### config.mk
export PLATFORM = sky130hd
export DESIGN_NAME = cfg_remap_seq
export DESIGN_NICKNAME = d
export VERILOG_FILES = /design/src/rtl/cfgremap_pkg.sv /design/src/rtl/cfgremap_addr_build.sv /design/src/rtl/cfgremap_step_table.sv /design/src/rtl/cfg_remap_seq.sv
export SDC_FILE = /design/constraint.sdc
export NUM_CORES = 1
export LEC_CHECK = 0
export ABC_AREA = 1
export BUFFER_PORTS_ARGS = -buffer_cell sky130_fd_sc_hd__clkbuf_2
export CAP_MARGIN = 40
export CORE_MARGIN = 2
export CORE_UTILIZATION = 49
export CTS_CLUSTER_DIAMETER = 60
export DETAILED_ROUTE_END_ITERATION = 12
export PLACE_DENSITY = 0.86
export SLEW_MARGIN = 20
export SYNTH_ARGS = -nofsm -noshare
export SYNTH_HDL_FRONTEND = slang
export SYNTH_SLANG_ARGS = --single-unit
### constraint.sdc
create_clock -name clk -period 2.4 [get_ports clk]
set_input_delay 0.24 -clock clk [delete_from_list [all_inputs] [get_ports clk]]
set_output_delay 0.24 -clock clk [all_outputs]
set_load 0.01 [all_outputs]
### src/rtl/cfgremap_pkg.sv
package cfgremap_pkg;

  localparam int WORD_W = 32;
  localparam int BUS_W  = 8;
  localparam int SLOT_W = 5;
  localparam int FN_W   = 3;
  localparam int MAP_W  = 16;
  localparam int SEL_W  = 2;
  localparam int STEP_W = 3;

  typedef enum logic [2:0] {
    ST_IDLE, ST_SETUP, ST_ACCESS, ST_RESTORE, ST_DONE
  } seq_state_e;

  typedef enum logic [SEL_W-1:0] {
    RSEL_WIN0_BASE = 2'd0,
    RSEL_WIN1_BASE = 2'd1,
    RSEL_WIN1_MAP  = 2'd2
  } reg_sel_e;

  localparam logic [3:0] SZ_16M  = 4'd4;
  localparam logic [3:0] SZ_256M = 4'd8;
  localparam logic [3:0] SZ_512M = 4'd9;
  localparam logic [2:0] MAP_TYPE_CFG = 3'b101;
  localparam logic [2:0] MAP_TYPE_MEM = 3'b011;

  localparam logic [STEP_W-1:0] LAST_SETUP_STEP   = 3'd2;
  localparam logic [STEP_W-1:0] LAST_RESTORE_STEP = 3'd5;

  // window base word: [31:20] base, [7:4] size code, [3] prefetch, [0] enable
  function automatic logic [WORD_W-1:0] win_word(input logic [11:0] base_hi,
                                                 input logic [3:0] szc,
                                                 input logic pf);
    return {base_hi, 12'h000, szc, pf, 2'b00, 1'b1};
  endfunction

  // map word: [15:4] target address, [3:1] cycle type, [0] low address pass
  function automatic logic [MAP_W-1:0] map_word(input logic [11:0] tgt_hi,
                                                input logic [2:0] ctype,
                                                input logic adlow);
    return {tgt_hi, ctype, adlow};
  endfunction

endpackage

### src/rtl/cfgremap_addr_build.sv
module cfgremap_addr_build
  import cfgremap_pkg::*;
(
  input  logic [BUS_W-1:0]  bus,
  input  logic [SLOT_W-1:0] slot,
  input  logic [FN_W-1:0]   func,
  output logic [WORD_W-1:0] cfg_addr,
  output logic [MAP_W-1:0]  cfg_map
);

  localparam int LOW_SLOT_MAX  = 12;
  localparam int ADDR_SEL_LSB  = 11;
  localparam int MAP_SEL_SHIFT = 5;

  logic                 type1;
  logic [WORD_W-1:0]    onehot_addr;
  logic [MAP_W-1:0]     onehot_map;

  assign type1 = (bus != '0);

  // one-hot device select for slots kept in the address
  always_comb begin
    onehot_addr = '0;
    for (int k = ADDR_SEL_LSB; k <= ADDR_SEL_LSB + LOW_SLOT_MAX; k++) begin
      onehot_addr[k] = (slot == SLOT_W'(k - ADDR_SEL_LSB));
    end
  end

  // one-hot device select for high slots carried in the map word
  always_comb begin
    onehot_map = '0;
    for (int k = LOW_SLOT_MAX + 1 - MAP_SEL_SHIFT; k < MAP_W; k++) begin
      onehot_map[k] = (slot == SLOT_W'(k + MAP_SEL_SHIFT));
    end
  end

  always_comb begin
    if (type1) begin
      cfg_addr = {8'h00, bus, slot, func, 8'h00};
      cfg_map  = map_word(12'h000, MAP_TYPE_CFG, 1'b1);
    end else begin
      cfg_addr = onehot_addr | {21'h0, func, 8'h00};
      cfg_map  = map_word(12'h000, MAP_TYPE_CFG, 1'b0) | onehot_map;
    end
  end

endmodule

### src/rtl/cfgremap_step_table.sv
module cfgremap_step_table
  import cfgremap_pkg::*;
#(
  parameter logic [WORD_W-1:0] NP_BASE  = 32'h4000_0000,
  parameter logic [WORD_W-1:0] PRE_BASE = 32'h5000_0000,
  parameter logic [WORD_W-1:0] PRE_BUS  = 32'h5000_0000,
  parameter logic [WORD_W-1:0] CFG_BASE = 32'h6100_0000
) (
  input  logic [STEP_W-1:0] step,
  input  logic [MAP_W-1:0]  cfg_map,
  output logic [SEL_W-1:0]  sel,
  output logic [WORD_W-1:0] data
);

  localparam logic [WORD_W-1:0] W0_WIDE   = win_word(NP_BASE[31:20], SZ_512M, 1'b0);
  localparam logic [WORD_W-1:0] W1_CFG    = win_word(CFG_BASE[31:20], SZ_16M, 1'b0);
  localparam logic [WORD_W-1:0] W1_PRE    = win_word(PRE_BASE[31:20], SZ_256M, 1'b1);
  localparam logic [MAP_W-1:0]  M1_PRE    = map_word(PRE_BUS[31:20], MAP_TYPE_MEM, 1'b0);
  localparam logic [WORD_W-1:0] W0_NARROW = win_word(NP_BASE[31:20], SZ_256M, 1'b0);

  always_comb begin
    unique case (step)
      3'd0: begin sel = RSEL_WIN0_BASE; data = W0_WIDE; end
      3'd1: begin sel = RSEL_WIN1_BASE; data = W1_CFG; end
      3'd2: begin sel = RSEL_WIN1_MAP;  data = {16'h0000, cfg_map}; end
      3'd3: begin sel = RSEL_WIN1_BASE; data = W1_PRE; end
      3'd4: begin sel = RSEL_WIN1_MAP;  data = {16'h0000, M1_PRE}; end
      3'd5: begin sel = RSEL_WIN0_BASE; data = W0_NARROW; end
      default: begin sel = RSEL_WIN0_BASE; data = '0; end
    endcase
  end

endmodule

### src/rtl/cfg_remap_seq.sv
module cfg_remap_seq
  import cfgremap_pkg::*;
#(
  parameter logic [31:0] NP_BASE  = 32'h4000_0000,
  parameter logic [31:0] PRE_BASE = 32'h5000_0000,
  parameter logic [31:0] PRE_BUS  = 32'h5000_0000,
  parameter logic [31:0] CFG_BASE = 32'h6100_0000,
  parameter int          OFF_W    = 8
) (
  input  logic              clk,
  input  logic              rst,
  input  logic              req_valid,
  output logic              req_ready,
  input  logic              req_write,
  input  logic [7:0]        req_bus,
  input  logic [4:0]        req_slot,
  input  logic [2:0]        req_func,
  input  logic [OFF_W-1:0]  req_offset,
  input  logic [1:0]        req_size,
  input  logic [31:0]       req_wdata,
  output logic              rw_valid,
  input  logic              rw_ready,
  output logic [1:0]        rw_sel,
  output logic [31:0]       rw_data,
  output logic              acc_valid,
  input  logic              acc_ack,
  output logic              acc_write,
  output logic [31:0]       acc_addr,
  output logic [1:0]        acc_size,
  output logic [31:0]       acc_wdata,
  input  logic [31:0]       acc_rdata,
  output logic              done,
  output logic [31:0]       rdata
);

  seq_state_e          state;
  logic [STEP_W-1:0]   step;
  logic [MAP_W-1:0]    map_q;
  logic [WORD_W-1:0]   built_addr;
  logic [MAP_W-1:0]    built_map;
  logic                take_req;
  logic                rw_fire;

  cfgremap_addr_build u_build (
    .bus      (req_bus),
    .slot     (req_slot),
    .func     (req_func),
    .cfg_addr (built_addr),
    .cfg_map  (built_map)
  );

  cfgremap_step_table #(
    .NP_BASE  (NP_BASE),
    .PRE_BASE (PRE_BASE),
    .PRE_BUS  (PRE_BUS),
    .CFG_BASE (CFG_BASE)
  ) u_table (
    .step    (step),
    .cfg_map (map_q),
    .sel     (rw_sel),
    .data    (rw_data)
  );

  assign req_ready = (state == ST_IDLE);
  assign rw_valid  = (state == ST_SETUP) || (state == ST_RESTORE);
  assign acc_valid = (state == ST_ACCESS);
  assign done      = (state == ST_DONE);
  assign take_req  = req_valid && req_ready;
  assign rw_fire   = rw_valid && rw_ready;

  always_ff @(posedge clk) begin
    if (rst) begin
      state <= ST_IDLE;
      step  <= '0;
    end else begin
      unique case (state)
        ST_IDLE: if (take_req) begin
          state <= ST_SETUP;
          step  <= '0;
        end
        ST_SETUP: if (rw_fire) begin
          step <= step + 1'b1;
          if (step == LAST_SETUP_STEP) state <= ST_ACCESS;
        end
        ST_ACCESS: if (acc_ack) state <= ST_RESTORE;
        ST_RESTORE: if (rw_fire) begin
          if (step == LAST_RESTORE_STEP) state <= ST_DONE;
          else step <= step + 1'b1;
        end
        ST_DONE: state <= ST_IDLE;
        default: state <= ST_IDLE;
      endcase
    end
  end

  // request capture
  always_ff @(posedge clk) begin
    if (rst) begin
      map_q     <= '0;
      acc_addr  <= '0;
      acc_write <= 1'b0;
      acc_size  <= '0;
      acc_wdata <= '0;
    end else if (take_req) begin
      map_q     <= built_map;
      acc_addr  <= CFG_BASE + built_addr + WORD_W'(req_offset);
      acc_write <= req_write;
      acc_size  <= req_size;
      acc_wdata <= req_wdata;
    end
  end

  always_ff @(posedge clk) begin
    if (rst) rdata <= '0;
    else if (acc_valid && acc_ack && !acc_write) rdata <= acc_rdata;
  end


  rw_hold_chk: assert property (@(posedge clk) disable iff (rst)
    rw_valid && !rw_ready |=> rw_valid && $stable(rw_sel) && $stable(rw_data));


  acc_hold_chk: assert property (@(posedge clk) disable iff (rst)
    acc_valid && !acc_ack |=> acc_valid && $stable(acc_addr) && $stable(acc_write));


  rw_acc_excl_chk: assert property (@(posedge clk) disable iff (rst)
    !(rw_valid && acc_valid));


  done_pulse_chk: assert property (@(posedge clk) disable iff (rst)
    done |=> !done && req_ready);


  busy_ready_chk: assert property (@(posedge clk) disable iff (rst)
    (rw_valid || acc_valid) |-> !req_ready);


  first_write_chk: assert property (@(posedge clk) disable iff (rst)
    req_valid && req_ready |=> rw_valid && rw_sel == RSEL_WIN0_BASE);

endmodule

==> results of run 1 <==
## per-layer routing
| layer | GRT usage (%) | up-vias | part of all wire [%] |
|---|---|---|---|
| li1 | - | 2393 | - |
| met1 | 26.50 | 1997 | 42 |
| met2 | 39.48 | 174 | 49 |
| met3 | 6.241 | 16 | 6.6 |
| met4 | 7.692 | 0 | 1.6 |
| met5 | 0 | - | 0 |
## state kept, by name (all words and copies together), names as in the netlist
register   count
state          3
acc_wdata     32
acc_write      1
rdata         32
map_q          9
acc_size       2
step           3
acc_addr      25
## metrics by stage
stage | cells | instance area (sq um)
floorplan | 671 | 4686
global placement | 945 | 5619
detailed placement | 945 | 5619
CTS | 961 | 5818
global route | 961 | 5818
finish | 961 | 5818
## layout make-up
class	count	area (sq um)	share of cell area, %
flip-flops and latches	107	2142	36.82
clock buffers	10	127.6	2.194
multi-input cells	453	1997	34.32
repair buffers	222	1144	19.66
well taps	111	138.9	2.387
clock inverters	6	71.32	1.226
inverters	52	197.7	3.398
## cell families (layout without fill, tap and decap cells)
logic type	after synthesis	in the layout	share of synthesized area, %
AND/OR/NAND/NOR	309	309	27.07
AO/OA/AOI/OAI	121	121	13.32
flip-flops	107	107	46.35
buffers and inverters	111	290	11.83
other	1	18	0.08113
adder cells (fa/ha/maj)	5	5	1.354
## layout by cell type, fill, tap and decap left out, types with 2 or more instances in the layout
cell type   netlist  final
nor2_2            2      2
inv_1            48     48
ha_1              5      5
nand4_1           8      8
clkbuf_2          0    214
dfxtp_1         107    107
o21a_1            4      4
conb_1            1     18
clkinvlp_4        0      2
o21ai_0          50     50
a21oi_1          67     67
nand3_1          24     24
buf_4            23      7
nand2_1         159    159
inv_6             0      2
inv_2             2      2
clkbuf_8          0      9
nor2_1          112    112
## report_power, final
part | internal [mW] | leakage, nW | switching (mW) | total, mW
registers | 2.10 | 0.875 | 0.201 | 2.31
clock network | 0.493 | 0.0935 | 0.620 | 1.11
logic | 0.731 | 2.02 | 1.26 | 2.00
## how the worst max path moves through the flow
stage	slack, ns	cells after the start	start	end
detailed placement	0.78	7	state[0]	acc_addr[18]
global placement	0.84	7	state[2]	acc_addr[11]
global route	0.22	7	step[0]	rw_data[12]
floorplan	0.99	6	step[0]	rw_data[0]
finish	0.42	7	step[0]	rw_data[12]
CTS	0.39	7	step[0]	rw_data[12]
## cell usage after synthesis, drive strengths merged
master and count:
nand2 160, nor2 115, dfxtp 107, a21oi 67, inv 51, o21ai 50
buf 41, nand3 25, clkbuf 18, nand4 8, ha 5, o21a 4
clkinv 1, conb 1, nor3 1
## worst max-delay path: cells and delay by family, from the launching register on
kind,cells,cell delay [ns]
simple gates,3,0.42
flops,1,0.39
buf+inv,3,0.35
fa+ha+maj,1,0.21
==> impl_results.md, run 1 <==
- Total negative slack for setup checks: 0 ns
- Worst reg2reg path depth: 7
- Arrival @ worst endpoint: 1.74 ns
- Post-synthesis cell type with the largest combined area: dfxtp_1
- Reg-to-reg critical path startpoint: state[0]
- Die outline height: 101.1 microns
- Slowest cell on crit path: dfxtp_1
- TritonRoute pass-1 iters: 4
- Hold Startpoint: acc_rdata[2]
- Gr usage total: 22.53%
- Cells along the critical path: inv_1, ha_1, nand2_1, inv_1, nand2_1, nand2_1, clkbuf_2
- Worst endpoint required time: 2.16 ns
- Wire length of the first global-routing pass: 18770 microns
- Final-stage net count: 946
- Share of the core filled with cells: 63.27%
- Count of different cell masters after synthesis: 23
- Number of placed I/O pins: 233
- Terminating pin of the worst hold path: rdata[2]
- Die Area: 10230 sq um
- Number of cells on the worst hold path: 3
- Antenna violations before repair: 0
- Layout overhead on the synthesized area: 25.88%
- Maximum fanout encountered on the critical timing path: 12
- Classification of the worst setup path: register to primary output
- Number of buffers created by CTS: 9
- Cell at the root of the clock tree: clkbuf_8
- CP max stage delay: 0.39 ns
- Die extent in x: 101.1 microns
- Most repeated library cell on the critical path: nand2_1
- Number of fill cells in the layout: 858
- Final worst hold slack: 0.1005 ns
- Number of hold violations in the final report: 0
- Vias in the first global route: 4205
- Worst-margin pin slew: 0.5928 ns
- Number of maximum-capacitance constraint violations: 0
- Synthesized cell area: 4622 sq um
- Final worst-path cycle share: 82.45%
- Clock latency on the worst-skew pair: 0.35 ns
- Average instance area after synthesis: 7.067 sq um
- Clock net sink count: 107
- Number of flip-flops and latches in the synthesized netlist: 107
- CTS clock-pin slew for the worst setup and hold paths: 0.11 ns
- Average routed wire per standard cell: 12.04 microns
- Worst setup slack before clock tree synthesis: 0.7786 ns
- Remaining design rule violation count: 0
- Endpoints failing setup: 0
- Effective utilization at floorplan: 50.26%
- Synth Warn #: 0
- Wire length after detailed routing: 11570 microns
- Final weighted congestion in routability-driven placement: 0.8903
- Run status: finished, final reports clean
- Maximum level of the CTS H-tree: 3
- HPWL after detailed placement: 8481 microns
- Clock period minus final worst setup slack: 1.979 ns
- Unrepaired setup endpoints after global routing: no
- Critical Path End Type: primary output
- Core area: 9196 sq um
- Fin worst setup slack: 0.4213 ns
- Drt via density: 4.766
- Count of vias placed by the detailed router: 4580
- Post-CTS sizing: 0
- Port Buf Inserts: 214
- Post-cts hold buffer count: 0
- Seq/Total Area, Yosys: 46.35%
- Pin count of the biggest net entering global routing: 61
- Buffers from clock root to sink, at most: 2
- Worst clock skew: 0.01431 ns
- Worst flop-to-flop path endpoint: acc_addr[18]
- # Post-CTS Setup Buffers: 0
- Area share of the leading cell type in the synthesized netlist: 46.35%
- Max-slew violations: 0
- Fraction of layout instances using a drive strength above 1: 28.94%
- Max VDD drop: 606.3 uV
- Max-slew headroom at the worst pin: 60.48%
- Clock tree from TritonCTS: built
- Max Clk Rate: 0.5054 GHz
- Count of antenna diodes in the layout: 0
- Areal power density over the cells: 930.6 nW/um^2
- Worst reg-to-reg setup slack: 0.76 ns
- Final total power: 5.414 mW
- 1st-iter DRT viols: 156
- Leak pwr: 2.994 nW
- Post-Synthesis Cells: 654
- GRT overflow: 0
- Largest cells by area after synthesis: dfxtp_1 46%, nand2_1 13%, nor2_1 9.1%, a21oi_1 7.3%, o21ai_0 5.4%
- Number of cell rows: 35
- Startpoint Class: register
- Worst min-delay path class: input port to register
- ANT nets after route: 0
No activity file was read; power rests on OpenSTA's default activity.
==> run 2: changes to the inputs <==
Settings changed: CORE_UTILIZATION 49 to 41, PLACE_DENSITY 0.86 to 0.77.
Clock period 2.4 ns to 1.8 ns, I/O delays scaled along.
==> run 2 against run 1 <==
  * Die area is 19% higher
  * Highest routed layer unchanged
  * Sequential cell count is the same
  * Clock skew down 0.0045 ns
  * Design area grew 2.9%
  * Core utilization decreased by 8.5 points
  * Largest power group unchanged
==> impl_results.md, run 2 (synthesized netlist as in run 1, its figures left out) <==
- Hold Startpoint: acc_rdata[8]
- Max VDD drop: 786.0 uV
- Sequential cell area: 2146 sq um
- Crit-path leading delay family: flip-flops
- Final-stage net count: 946
- Worst flop-to-flop path endpoint: acc_wdata[7]
- Worst clock skew: 0.009789 ns
- Worst reg-to-reg setup slack: 0.28 ns
- Drt via density: 4.578
- Bufs and invs on worst path: 2
- Remaining design rule violation count: 0
- Buffers from clock root to sink, at most: 2
- Arrival @ worst endpoint: 1.49 ns
- Effective utilization at floorplan: 42.27%
- Highest-count cells in the layout ignoring fill and taps: 214 x clkbuf_2, 158 x nand2_1, 110 x nor2_1, 104 x dfxtp_1, 67 x a21oi_1
- HPWL after detailed placement: 8613 microns
- Layout overhead on the synthesized area: 29.53%
- Wire length after detailed routing: 11930 microns
- Core area: 10940 sq um
- Most common cell after layout, fill and taps aside: clkbuf_2
- Final total power: 7.704 mW
- Worst endpoint required time: 1.62 ns
- Maximum level of the CTS H-tree: 3
- Maximum fanout encountered on the critical timing path: 4
- Vias in the first global route: 4060
- Slowest cell on crit path: dfxtp_2
- Clock net sink count: 107
- TritonRoute pass-1 iters: 7
- Average routed wire per standard cell: 12.05 microns
- Number of hold violations in the final report: 0
- Post-cts hold buffer count: 0
- Endpoints failing setup: 0
- Startpoint Class: register
- CTS clock-pin slew for the worst setup and hold paths: 0.08 ns
- Cell count after placement: 974
- Number of cells on the worst hold path: 3
- Count of antenna diodes in the layout: 0
- Clock period minus final worst setup slack: 1.667 ns
- ANT nets after route: 0
- Count of vias placed by the detailed router: 4532
- Die outline height: 110.2 microns
- Worst reg2reg path depth: 6
- Worst-margin pin slew: 0.6100 ns
- Number of fill cells in the layout: 1111
- Pin count of the biggest net entering global routing: 61
- Number of buffers created by CTS: 9
- Gr usage total: 19.07%
- Fraction of layout instances using a drive strength above 1: 30.12%
- Number of maximum-capacitance constraint violations: 0
- Max-slew headroom at the worst pin: 59.33%
- Areal power density over the cells: 1287 nW/um^2
- Worst min-delay path class: input port to register
- Wire length of the first global-routing pass: 18400 microns
- Total negative slack for setup checks: 0 ns
- Number of cell rows: 38
- Count of placed standard cells in the final layout, fillers left out: 990
- Antenna violations before repair: 0
- Total area of multi-input combinational cells: 2022 sq um
- Final worst-path cycle share: 92.63%
- Die Area: 12140 sq um
- Max-slew violations: 0
- Max Clk Rate: 0.5998 GHz
- Critical Path End Type: primary output
- Cell at the root of the clock tree: clkbuf_16
- Top flop regs: acc_wdata: 32 flops, rdata: 32 flops, acc_addr: 25 flops
- Die extent in x: 110.2 microns
- Clock tree from TritonCTS: built
- Reg-to-reg critical path startpoint: state[2]
- CP max stage delay: 0.36 ns
- Terminating pin of the worst hold path: rdata[8]
- Classification of the worst setup path: register to primary output
- Port Buf Inserts: 214
- Number of placed I/O pins: 233
- Leak pwr: 3.052 nW
- 1st-iter DRT viols: 172
- Cells along the critical path: inv_1, ha_1, nand2_1, nand3_2, nor2_4, o21ai_1, clkbuf_2
- Final weighted congestion in routability-driven placement: 0.7720
- GRT overflow: 0
- Unrepaired setup endpoints after global routing: no
- Clock latency on the worst-skew pair: 0.34 ns
- Share of the core filled with cells: 54.75%
- Run status: finished, final reports clean
[run 2: changes by cell type in the layout (fill, tap and decap cells not counted), moves of 2 or more]
cell	change
buf_4	-2
dfxtp_1	-3
clkbuf_16	+9
nor2_1	-2
clkbuf_8	-9
clkinv_2	+2
buf_12	+2
dfxtp_2	+3
[run 2: what timing repair did]
item	in CTS	in global routing
pin swaps	1	1
resized for setup	5	7
buffers inserted	0	0
endpoints found under the setup margin	3	5
[run 2: power by group]
part | switching (mW) | leakage [nW] | internal (mW)
clock network | 0.889 | 0.136 | 0.949
logic | 1.74 | 2.04 | 1.05
registers | 0.263 | 0.877 | 2.81
total | 2.90 | 3.05 | 4.81
[run 2: worst max path at each step]
stage / slack, ns / depth (start not counted) / from / end
after floorplan: 0.45 / 6 / step[0] / rw_data[0]
after global placement: 0.29 / 7 / step[0] / rw_data[12]
after detailed placement: 0.27 / 7 / step[0] / rw_data[12]
after CTS: 0.006 / 7 / step[0] / rw_data[0]
after global routing: 0.004 / 7 / step[0] / rw_data[0]
final: 0.13 / 7 / step[0] / rw_data[0]
[run 2: layout make-up]
cell class              count  area share (%)
flip-flops and latches    107           35.84
multi-input cells         453           33.77
repair buffers            222           19.52
clock buffers               9           3.762
inverters                  52           3.302
well taps                 140           2.926
clock inverters             7          0.8777
[run 2: worst min-delay path, cell delays in order]
cell	delay, ns
clkbuf_2	0.08
nor2_1	0.03
nor2_1	0.08
[run 2: through the flow]
stage	setup slack [ns]	instance area, sq um	hold slack (ns)
floorplan	0.4543	4686	0.3149
global placement	0.2943	5680	0.3991
detailed placement	0.2676	5680	0.4086
CTS	0.005650	5964	0.04623
global route	0.003858	5987	0.05270
finish	0.1327	5987	0.05466
[run 2: per-layer routing]
layer | GRT usage [%] | share of wire, % | vias up
li1 | - | - | 2402
met1 | 23.76 | 44 | 1987
met2 | 31.68 | 48 | 124
met3 | 4.468 | 5.7 | 19
met4 | 7.857 | 2.2 | 0
met5 | 0 | 0 | -
